File: src/rtl/rxpk_pkg.sv
package rxpk_pkg;

    localparam int ADDR_W = 3;

    typedef enum logic [ADDR_W-1:0] {
        REG_STATUS = 3'd0,
        REG_CMD    = 3'd1,
        REG_PACK   = 3'd2,
        REG_RXWORD = 3'd3,
        REG_BUDGET = 3'd4
    } reg_idx_e;

    // command codes, low field [7:4] and high field [11:8]
    localparam logic [3:0] LO_CLR_OVR   = 4'd3;
    localparam logic [3:0] LO_CLR_STALE = 4'd8;
    localparam logic [3:0] HI_FORCE     = 4'd4;
    localparam logic [3:0] HI_STALE_OFF = 4'd6;

    localparam int ST_READY    = 0;
    localparam int ST_STALE    = 1;
    localparam int ST_STALE_EN = 2;
    localparam int ST_OVR      = 4;
    localparam int PACK_LSB    = 7;

    localparam int LANES  = 4;
    localparam int CNT_W  = 3;

endpackage

File: src/rtl/rxpk_word_fifo.sv
module rxpk_word_fifo #(
    parameter int WIDTH = 32,
    parameter int DEPTH = 8
) (
    input  logic             clk,
    input  logic             rst_n,
    input  logic             push,
    input  logic [WIDTH-1:0] push_data,
    input  logic             pop,
    output logic [WIDTH-1:0] head,
    output logic             empty,
    output logic             full,
    output logic [$clog2(DEPTH):0] count
);
    localparam int AW = (DEPTH > 1) ? $clog2(DEPTH) : 1;
    localparam int CW = $clog2(DEPTH) + 1;

    typedef struct packed {
        logic [AW-1:0] wr_ptr;
        logic [AW-1:0] rd_ptr;
        logic [CW-1:0] cnt;
    } fifo_st_t;

    fifo_st_t st_d, st_q;
    logic [WIDTH-1:0] mem_q [DEPTH];
    logic push_ok, pop_ok;

    assign empty = (st_q.cnt == '0);
    assign full  = (st_q.cnt == CW'(DEPTH));
    assign count = st_q.cnt;
    assign head  = mem_q[st_q.rd_ptr];

    always_comb begin
        st_d    = st_q;
        pop_ok  = pop && !empty;
        push_ok = push && (!full || pop_ok);
        if (push_ok) begin
            st_d.wr_ptr = (st_q.wr_ptr == AW'(DEPTH - 1)) ? '0 : st_q.wr_ptr + AW'(1);
        end
        if (pop_ok) begin
            st_d.rd_ptr = (st_q.rd_ptr == AW'(DEPTH - 1)) ? '0 : st_q.rd_ptr + AW'(1);
        end
        case ({push_ok, pop_ok})
            2'b10:   st_d.cnt = st_q.cnt + CW'(1);
            2'b01:   st_d.cnt = st_q.cnt - CW'(1);
            default: st_d.cnt = st_q.cnt;
        endcase
    end

    always_ff @(posedge clk or negedge rst_n) begin
        if (!rst_n) begin
            st_q <= '0;
        end else begin
            st_q <= st_d;
        end
    end

    always_ff @(posedge clk) begin
        if (push_ok) begin
            mem_q[st_q.wr_ptr] <= push_data;
        end
    end

endmodule

File: src/rtl/rxpk_pack_core.sv
module rxpk_pack_core
    import rxpk_pkg::*;
#(
    parameter int              BUDGET_W   = 16,
    parameter logic [BUDGET_W-1:0] BUDGET_RST = '1
) (
    input  logic                clk,
    input  logic                rst_n,
    input  logic                in_valid,
    input  logic [7:0]          in_byte,
    input  logic                do_force,
    input  logic                do_stale_off,
    input  logic                do_clr_stale,
    input  logic                do_clr_ovr,
    input  logic                do_load,
    input  logic [BUDGET_W-1:0] load_val,
    input  logic                fifo_space,
    output logic                word_push,
    output logic [31:0]         word_data,
    output logic [CNT_W-1:0]    pack_cnt,
    output logic                ovr_flag,
    output logic                stale_flag,
    output logic                stale_en,
    output logic [BUDGET_W-1:0] budget
);
    typedef struct packed {
        logic [LANES-1:0][7:0] lanes;
        logic [CNT_W-1:0]      cnt;
        logic [BUDGET_W-1:0]   budget;
        logic                  ovr;
        logic                  stale;
        logic                  stale_en;
    } core_st_t;

    core_st_t st_d, st_q;

    assign pack_cnt   = st_q.cnt;
    assign ovr_flag   = st_q.ovr;
    assign stale_flag = st_q.stale;
    assign stale_en   = st_q.stale_en;
    assign budget     = st_q.budget;

    always_comb begin
        st_d      = st_q;
        word_push = 1'b0;
        word_data = '0;

        // hand a buffered word to the FIFO: full word first, else a flush
        if (st_q.cnt == CNT_W'(LANES) && fifo_space) begin
            word_push  = 1'b1;
            word_data  = st_q.lanes;
            st_d.cnt   = '0;
            st_d.lanes = '0;
        end else if (do_force && st_q.cnt != '0 && st_q.cnt != CNT_W'(LANES) && fifo_space) begin
            word_push  = 1'b1;
            word_data  = st_q.lanes;
            st_d.cnt   = '0;
            st_d.lanes = '0;
        end

        if (do_clr_stale) st_d.stale = 1'b0;
        if (do_force && st_q.stale_en) st_d.stale = 1'b1;
        if (do_stale_off) st_d.stale_en = 1'b0;
        if (do_clr_ovr) st_d.ovr = 1'b0;
        if (do_load) st_d.budget = load_val;

        if (in_valid && st_d.budget != '0) begin
            if (st_d.cnt == CNT_W'(LANES)) begin
                st_d.ovr = 1'b1;
            end else begin
                st_d.lanes[st_d.cnt[1:0]] = in_byte;
                st_d.cnt    = st_d.cnt + CNT_W'(1);
                st_d.budget = st_d.budget - BUDGET_W'(1);
            end
        end
    end

    always_ff @(posedge clk or negedge rst_n) begin
        if (!rst_n) begin
            st_q          <= '0;
            st_q.budget   <= BUDGET_RST;
            st_q.stale_en <= 1'b1;
        end else begin
            st_q <= st_d;
        end
    end

endmodule

File: src/rtl/rx_word_packer.sv
module rx_word_packer
    import rxpk_pkg::*;
#(
    parameter int FIFO_DEPTH = 8,
    parameter int BUDGET_W   = 16
) (
    input  logic        clk,
    input  logic        rst_n,
    input  logic        rx_valid,
    input  logic [7:0]  rx_byte,
    input  logic        reg_wr,
    input  logic        reg_rd,
    input  logic [2:0]  reg_addr,
    input  logic [31:0] reg_wdata,
    output logic [31:0] reg_rdata
);
    localparam int FCW = $clog2(FIFO_DEPTH) + 1;

    logic                cmd_wr, force_stale, stale_off, clr_stale, clr_ovr;
    logic                budget_wr, word_pop, fifo_space;
    logic                word_push, fifo_empty, fifo_full;
    logic [31:0]         word_data, fifo_head;
    logic [FCW-1:0]      fifo_count;
    logic [CNT_W-1:0]    pack_cnt;
    logic                ovr_flag, stale_flag, stale_en;
    logic [BUDGET_W-1:0] budget;

    always_comb begin
        cmd_wr      = reg_wr && (reg_addr == REG_CMD);
        force_stale = cmd_wr && (reg_wdata[11:8] == HI_FORCE);
        stale_off   = cmd_wr && (reg_wdata[11:8] == HI_STALE_OFF);
        clr_stale   = cmd_wr && (reg_wdata[7:4] == LO_CLR_STALE);
        clr_ovr     = cmd_wr && (reg_wdata[7:4] == LO_CLR_OVR);
        budget_wr   = reg_wr && (reg_addr == REG_BUDGET);
        word_pop    = reg_rd && (reg_addr == REG_RXWORD);
        fifo_space  = !fifo_full || word_pop;
    end

    rxpk_pack_core #(
        .BUDGET_W   (BUDGET_W),
        .BUDGET_RST ({BUDGET_W{1'b1}})
    ) u_core (
        .clk          (clk),
        .rst_n        (rst_n),
        .in_valid     (rx_valid),
        .in_byte      (rx_byte),
        .do_force     (force_stale),
        .do_stale_off (stale_off),
        .do_clr_stale (clr_stale),
        .do_clr_ovr   (clr_ovr),
        .do_load      (budget_wr),
        .load_val     (reg_wdata[BUDGET_W-1:0]),
        .fifo_space   (fifo_space),
        .word_push    (word_push),
        .word_data    (word_data),
        .pack_cnt     (pack_cnt),
        .ovr_flag     (ovr_flag),
        .stale_flag   (stale_flag),
        .stale_en     (stale_en),
        .budget       (budget)
    );

    rxpk_word_fifo #(
        .WIDTH (32),
        .DEPTH (FIFO_DEPTH)
    ) u_fifo (
        .clk       (clk),
        .rst_n     (rst_n),
        .push      (word_push),
        .push_data (word_data),
        .pop       (word_pop),
        .head      (fifo_head),
        .empty     (fifo_empty),
        .full      (fifo_full),
        .count     (fifo_count)
    );

    always_comb begin
        reg_rdata = '0;
        case (reg_addr)
            REG_STATUS: begin
                reg_rdata[ST_READY]    = !fifo_empty;
                reg_rdata[ST_STALE]    = stale_flag;
                reg_rdata[ST_STALE_EN] = stale_en;
                reg_rdata[ST_OVR]      = ovr_flag;
            end
            REG_PACK:   reg_rdata[PACK_LSB +: CNT_W] = pack_cnt;
            REG_RXWORD: reg_rdata = fifo_empty ? '0 : fifo_head;
            REG_BUDGET: reg_rdata[BUDGET_W-1:0] = budget;
            default:    reg_rdata = '0;
        endcase
    end

endmodule

File: config.mk
export PLATFORM = sky130hd
export DESIGN_NAME = rx_word_packer
export DESIGN_NICKNAME = d
export VERILOG_FILES = /design/src/rtl/rxpk_pkg.sv /design/src/rtl/rxpk_word_fifo.sv /design/src/rtl/rxpk_pack_core.sv /design/src/rtl/rx_word_packer.sv
export SDC_FILE = /design/constraint.sdc
export NUM_CORES = 1
export LEC_CHECK = 0
export CELL_PAD_IN_SITES_DETAIL_PLACEMENT = 1
export CELL_PAD_IN_SITES_GLOBAL_PLACEMENT = 1
export CORE_UTILIZATION = 51
export DETAILED_ROUTE_END_ITERATION = 6
export PLACE_DENSITY_LB_ADDON = 0.3
export SLEW_MARGIN = 20
export SYNTH_ARGS = -nofsm -noshare
export SYNTH_HDL_FRONTEND = slang
export SYNTH_SLANG_ARGS = --single-unit
File: constraint.sdc
create_clock -name clk -period 7.04 [get_ports clk]
set_clock_uncertainty 0.15 [all_clocks]
set_input_delay 2.112 -clock clk [delete_from_list [all_inputs] [get_ports clk]]
set_output_delay 2.112 -clock clk [all_outputs]
set_load 0.02 [all_outputs]
==> impl_metrics.json, run 1 <==
{
  "number_of_global_route_vias_before_repair": 8521,
  "critPathMaxFanout": 23,
  "cts.sinks": 320,
  "synth-seq-cells": 320,
  "yosys.area.top_type": "edfxtp_1",
  "fin_crit_sh_pct": 97.72,
  "cell_mode_on_critical_path": "clkdlybuf4s50_1",
  "insertedDiodeCount": 0,
  "io-pin-count": 80,
  "yosysWarningCount": 0,
  "rsz0062_at_grt": "false",
  "die_w_microns": 165.1,
  "finalNetCount": 964,
  "core-area_sq_mm": 0.02606,
  "arrival_ns": 4.62,
  "gp_congestion": 0.8646,
  "die_height_microns": 165.1,
  "num-fill-cells": 2318,
  "layoutNonFillerInstCount": 1264,
  "final_layout_size_suffix_gt1_share_pct": 19.70,
  "result_of_the_run": "finished clean",
  "clockBufferDepth": 3,
  "crit_path_max_incr_delay_ns": 0.73,
  "cp.buffers_inverters": 3,
  "postSynthAreaPerCell_sq_um": 16.50,
  "final.setup.tns_ns": 0,
  "cts_made_buffers": 34,
  "drc": 0,
  "async_flop_share_pct": 20.00,
  "post_synth_fa_ha_maj_area_fraction_pct": 1.107,
  "final_antenna_net_count": 0,
  "timing.final.crit_period_ns": 6.879,
  "grt_first_pass_wirelength_mm": 51.05,
  "first_iter_violations": 796,
  "cts_tree": "done",
  "placement_rows": 59,
  "area_share_of_and_or_nand_nor_cells_after_synthesis_pct": 8.517,
  "synth_enable_flop_cells": 256,
  "power.density_cell_area_mw_per_mm2": 396.2,
  "finalMaxSlewViolations": 0,
  "min_from": "u_core.st_q[36]",
  "timing.final.hold_violations": 0,
  "yosysUniqueCellTypes": 55,
  "worst_slew_pin_tran_ns": 1.136,
  "wl_per_cell_microns": 26.68,
  "dr_total_vias": 7816,
  "highest_count_cells_in_the_layout_ignoring_fill_and_taps": "edfxtp_1, mux4_2, clkdlybuf4s50_1",
  "postRouteWirelength_mm": 33.72,
  "cp-end-kind": "output port",
  "cellLeakagePower_nw": 5.412,
  "numPlacedInstances": 1203,
  "drv_cap": 0,
  "cts.hold.buffers_added": 0,
  "grt_start_max_net_pins": 62,
  "required_ns": 4.78,
  "synth.area.mux_share_pct": 14.73,
  "grt.overflow.total": 0,
  "syn2layout_area_growth_pct": 16.47,
  "number_of_cells_on_the_critical_path": 5,
  "number_of_optimization_iterations_in_the_first_detailed_route_pass": 6,
  "r2r.worst_path.cells": 12,
  "post_syn_instances": 822,
  "finalSetupViolations": 0,
  "postSynthNetCount": 882,
  "setup.reg_to_reg.worst_slack_ns": 3.22,
  "min-delay-path-class": "reg2reg",
  "synth-xor-area-share_pct": 1.615,
  "floorplan.die_area_sq_mm": 0.02724,
  "post-synth-top-area-fraction_pct": 56.69,
  "cp_cell_sequence": "clkdlybuf4s50_1 > nand4bb_1 > buf_12 > o22ai_1 > clkdlybuf4s50_1",
  "max_clock_freq_ghz": 0.1454,
  "syn_area_sq_mm": 0.01356,
  "synth_top_family_by_area": "multiplexers",
  "clk_latency_ns": 0.51,
  "timing_worst_setup_path_type": "in2out",
  "critical_path.reg2reg.endpoint": "u_core.st_q[38]",
  "ctsRootBufferMaster": "clkbuf_16",
  "mostFrequentLayoutCell": "edfxtp_1",
  "total_power_mw": 6.257,
  "setup.worst_path.end": "reg_rdata[7]",
  "post_synth_main_area_contributors": "edfxtp_1, mux4_2, dfrtp_1",
  "crit_path_start_kind": "primary input",
  "post-dp-hpwl_mm": 20.93,
  "relSlewSlack_pct": 24.18,
  "number_of_antenna_violations_at_the_first_check_in_global_routing": 0,
  "r2r-start": "u_fifo.count[1]",
  "post_dp_cell_area_sq_mm": 0.01471,
  "cts-htree-levels": 2,
  "initial_utilization_pct": 52.03,
  "numPortBuffers": 63,
  "final_design_instance_area_without_fill_sq_mm": 0.01579,
  "path_clk_slew_ns": 0.05,
  "dominantRegCellSynth": "edfxtp_1",
  "worst_ir_drop_vdd_mv": 0.2087,
  "startpoint": "reg_addr[0]",
  "groute.usage.overall_pct": 25.84,
  "yosysSeqAreaShare_pct": 68.66,
  "viasPerCell": 6.184,
  "cell_at_the_slowest_stage_of_the_critical_path": "clkdlybuf4s50_1",
  "compound_gate_fraction_of_synth_area_pct": 3.405,
  "cp_top_family": "buffers and inverters"
}
## routing by layer
layer	routed length, microns	vias up	global-route usage (%)	part of all wire [%]
met5	0	-	0	0
met4	665	0	6.714	2.0
met3	1828	56	4.396	5.4
met2	17210	248	44.28	51
met1	14020	4152	34.32	42
li1	-	3360	-	-
## worst min-delay path by stage
stage / end / slack, ns / depth (start not counted)
6_report: u_core.st_q[36] / 0.34 / 2
3_3_place_gp: u_core.st_q[32] / 0.32 / 2
4_1_cts: u_core.st_q[36] / 0.34 / 2
5_1_grt: u_core.stale_en / 0.37 / 1
3_5_place_dp: u_core.ovr_flag / 0.33 / 2
2_1_floorplan: u_core.ovr_flag / 0.30 / 2
## kinds of logic after synthesis
group,count (synthesis)
AOI/OAI and AO/OA,77
xor gates and xnor gates,25
adders and majority gates,12
buffers and inverters,59
DFF,320
muxes,119
and+or+nand+nor,210
## registers in the layout, indices dropped and copies added, names as in the netlist
signal and count:
u_fifo.mem_q 256, u_core.pack_cnt 3, u_fifo.st_q 6, u_core.budget 16, u_core.stale_flag 1, u_core.stale_en 1, u_fifo.count 4, u_core.st_q 32
u_core.ovr_flag 1
## repair_timing
item,4_1_cts,5_1_grt
buffers inserted,0,0
hold endpoints to repair,0,0
endpoints found under the setup margin,0,1
gates resized for setup,0,1
## Yosys cell counts (all sizes together), types with 4 or more instances
master and number:
or3 4, a21oi 5, o21ai 47, dfstp 17, xnor2 7, clkbuf 20, dfrtp 47, o22ai 7
nand2 30, ha 12, nor2b 5, inv 15, mux2i 51, nand3 39, and2 36, xor2 18
mux4 64, buf 24, nor3 16, nor4 8, nor2 38, edfxtp 256, mux2 4, nand4 8
nand4b 4, nor4b 5
## tightest hold or removal path: cells and delay by family, from the launching register on
family / cells / cell delay [ns]
flip-flops: 1 / 0.33
AO/OA/AOI/OAI: 1 / 0.06
AND/OR/NAND/NOR: 1 / 0.06
## per-stage QoR
step / setup WS [ns] / hold slack [ns] / util (%)
6_report: 0.1608 / 0.3377 / 60.60
5_1_grt: 0.1027 / 0.3715 / 60.60
4_1_cts: 0.1544 / 0.3440 / 60.58
3_5_place_dp: 0.1578 / 0.3313 / 56.46
3_3_place_gp: 0.2320 / 0.3238 / 56.46
2_1_floorplan: 0.8122 / 0.2974 / -
## report_power, final
part           leakage [nW]  switching (mW)  internal (mW)  total, mW
Combinational          1.80           0.917          0.748       1.67
Clock                 0.524           0.709           1.02       1.73
Sequential             3.09           0.352           2.51       2.86
Total                  5.41            1.98           4.28       6.26
## cell type report
type / instances / area (sq um) / area share, %
Tap cell: 335 / 419.2 / 2.654
Inverter: 15 / 56.30 / 0.3565
Clock buffer: 47 / 950.9 / 6.021
Sequential cell: 320 / 9319 / 59.01
Clock inverter: 14 / 123.9 / 0.7843
Timing Repair Buffer: 90 / 865.8 / 5.483
Multi-Input combinational cell: 443 / 4058 / 25.69
Power figures use the tool's default switching activity.
==> inputs of run 2 (changes only) <==
TNS_END_PERCENT = 100   (was default)
==> results of run 2 <==
The final DEF is identical to that of run 1; final timing and power are the same.
==> inputs of run 3 (changes only) <==
CORE_UTILIZATION = 52   (was 51)
SYNTH_HIERARCHICAL = 1   (was default)
==> run 3 against run 2 <==
Compared with the run above: non-clock buffer count is 8 lower; global-route usage is 1.9 points lower; first-iteration DRC count is 32% lower; critical path type unchanged; sequential cell count stayed put; total power is 2.3% lower; final area is 2.8% higher; register-to-register slack better by 0.02 ns; core utilization is 0.19 points lower; critical endpoint is now reg_rdata[9]; synthesized cell count is 1.2% lower; sequential share of layout area is 1.6 points lower; worst setup slack better by 0.23 ns; combinational power is 5% higher.
==> impl_metrics.json, run 3 <==
{
  "result_of_the_run": "finished clean",
  "final.setup.tns_ns": 0,
  "die_w_microns": 167.5,
  "yosysWarningCount": 6,
  "min-delay-path-class": "reg2reg",
  "core-area_sq_mm": 0.02688,
  "relSlewSlack_pct": 37.87,
  "final_layout_size_suffix_gt1_share_pct": 27.01,
  "final_antenna_net_count": 0,
  "critPathMaxFanout": 31,
  "syn_area_sq_mm": 0.01424,
  "io-pin-count": 80,
  "post-cts-setup-buffer-count": 0,
  "number_of_antenna_violations_at_the_first_check_in_global_routing": 0,
  "regs_by_ff_count": "u_fifo/mem_q x256, u_core/st_q x32, u_core/budget x16",
  "post_syn_instances": 812,
  "grt_start_max_net_pins": 42,
  "crit_path_start_kind": "primary input",
  "detailedPlace.worstSlack_ns": 0.4210,
  "drc": 0,
  "largest_register_ff_count": 256,
  "finalNetCount": 931,
  "timing_worst_setup_path_type": "in2out",
  "first_iter_violations": 544,
  "cts_tree": "done",
  "insertedDiodeCount": 0,
  "cts_made_buffers": 35,
  "floorplan.die_area_sq_mm": 0.02806,
  "cts.hold.buffers_added": 0,
  "final-seq-area_sq_mm": 0.009315,
  "numPlacedInstances": 1174,
  "min_from": "u_core/stale_en",
  "syn2layout_area_growth_pct": 13.99,
  "groute.usage.overall_pct": 23.94,
  "cts-htree-levels": 2,
  "multi_input_comb_area_sq_mm": 0.004566,
  "grt_first_pass_wirelength_mm": 49.65,
  "cellLeakagePower_nw": 5.644,
  "finalWorstSetupSlack_ns": 0.3922,
  "timing.final.hold_violations": 0,
  "dr_total_vias": 7447,
  "postSynthNetCount": 873,
  "wl_per_cell_microns": 26.12,
  "gp_congestion": 0.8546,
  "postRouteWirelength_mm": 32.32,
  "worst_ir_drop_vdd_mv": 0.2564,
  "post-dp-hpwl_mm": 19.43,
  "required_ns": 4.78,
  "number_of_global_route_vias_before_repair": 8321,
  "cts.sinks": 320,
  "finalSetupViolations": 0,
  "cp-end-kind": "output port",
  "postSynthAreaPerCell_sq_um": 17.54,
  "drv_cap": 0,
  "layoutNonFillerInstCount": 1237,
  "max_clock_freq_ghz": 0.1504,
  "post_cts_resized": 0,
  "clockBufferDepth": 3,
  "finalMaxSlewViolations": 0,
  "grt.overflow.total": 0,
  "total_power_mw": 6.112,
  "ctsRootBufferMaster": "clkbuf_16",
  "highest_count_cells_in_the_layout_ignoring_fill_and_taps": "edfxtp_1, mux4_2, clkdlybuf4s50_1",
  "numPortBuffers": 63,
  "fin_crit_sh_pct": 94.43,
  "clk_latency_ns": 0.50,
  "die_height_microns": 167.5,
  "initial_utilization_pct": 53.00,
  "rsz0062_at_grt": "false",
  "num-fill-cells": 2377,
  "power.density_cell_area_mw_per_mm2": 376.4,
  "placement_rows": 60,
  "path_clk_slew_ns": 0.06,
  "arrival_ns": 4.39,
  "startpoint": "reg_addr[0]",
  "worst_slew_pin_tran_ns": 0.9263,
  "viasPerCell": 6.020,
  "timing.final.crit_period_ns": 6.648,
  "number_of_optimization_iterations_in_the_first_detailed_route_pass": 5,
  "holdWs_ns": 0.3535,
  "registers.top_by_ff_count": "u_fifo/mem_q",
  "mostFrequentLayoutCell": "edfxtp_1",
  "r2r-start": "u_fifo/count[0]"
}
==> run 3: layout make-up <==
cell class / count / share of cell area [%]
sequential: 320 / 57.37
inverter: 11 / 0.2543
tap: 341 / 2.628
clock inverter: 6 / 0.3622
clock buffer: 57 / 6.226
timing repair buffer: 82 / 5.040
multi-input combinational: 420 / 28.12
==> run 3: per-stage QoR <==
stage                     area, sq um  util [%]
after global placement          15170     56.43
after CTS                       16240     60.41
final                           16240     60.41
after detailed placement        15170     56.43
after global routing            16240     60.41
after floorplan                 14260         -
==> run 3: metal layers <==
| layer | global-route usage, % | wire, microns | vias up |
|---|---|---|---|
| li1 | - | - | 3267 |
| met1 | 31.61 | 13670 | 3909 |
| met2 | 41.18 | 16300 | 221 |
| met3 | 4.349 | 1737 | 50 |
| met4 | 6.063 | 604 | 0 |
| met5 | 0 | 0 | - |
==> run 3: worst paths after layout <==
kind	end	slack (ns)	depth (start not counted)
setup / recovery	reg_rdata[9]	0.39	4
hold / removal	u_core/stale_en	0.35	1
setup reg to reg	u_core/budget[14]	3.24	12
hold reg to reg	u_core/stale_en	0.35	1
max in group asynchronous	u_fifo/st_q[4]	4.25	2
min in group asynchronous	u_core/stale_flag	1.46	1
==> run 3: worst max-delay path, stage by stage <==
cell             delay (ns)
clkdlybuf4s50_1        0.73
and4bb_4               0.62
a221o_1                0.28
clkdlybuf4s50_1        0.62
==> run 3: power breakdown <==
part | internal, mW | leakage, nW | switching [mW] | total (mW)
registers | 2.37 | 3.15 | 0.263 | 2.63
clock network | 1.02 | 0.520 | 0.701 | 1.72
logic | 0.920 | 1.97 | 0.839 | 1.76
total | 4.31 | 5.64 | 1.80 | 6.11
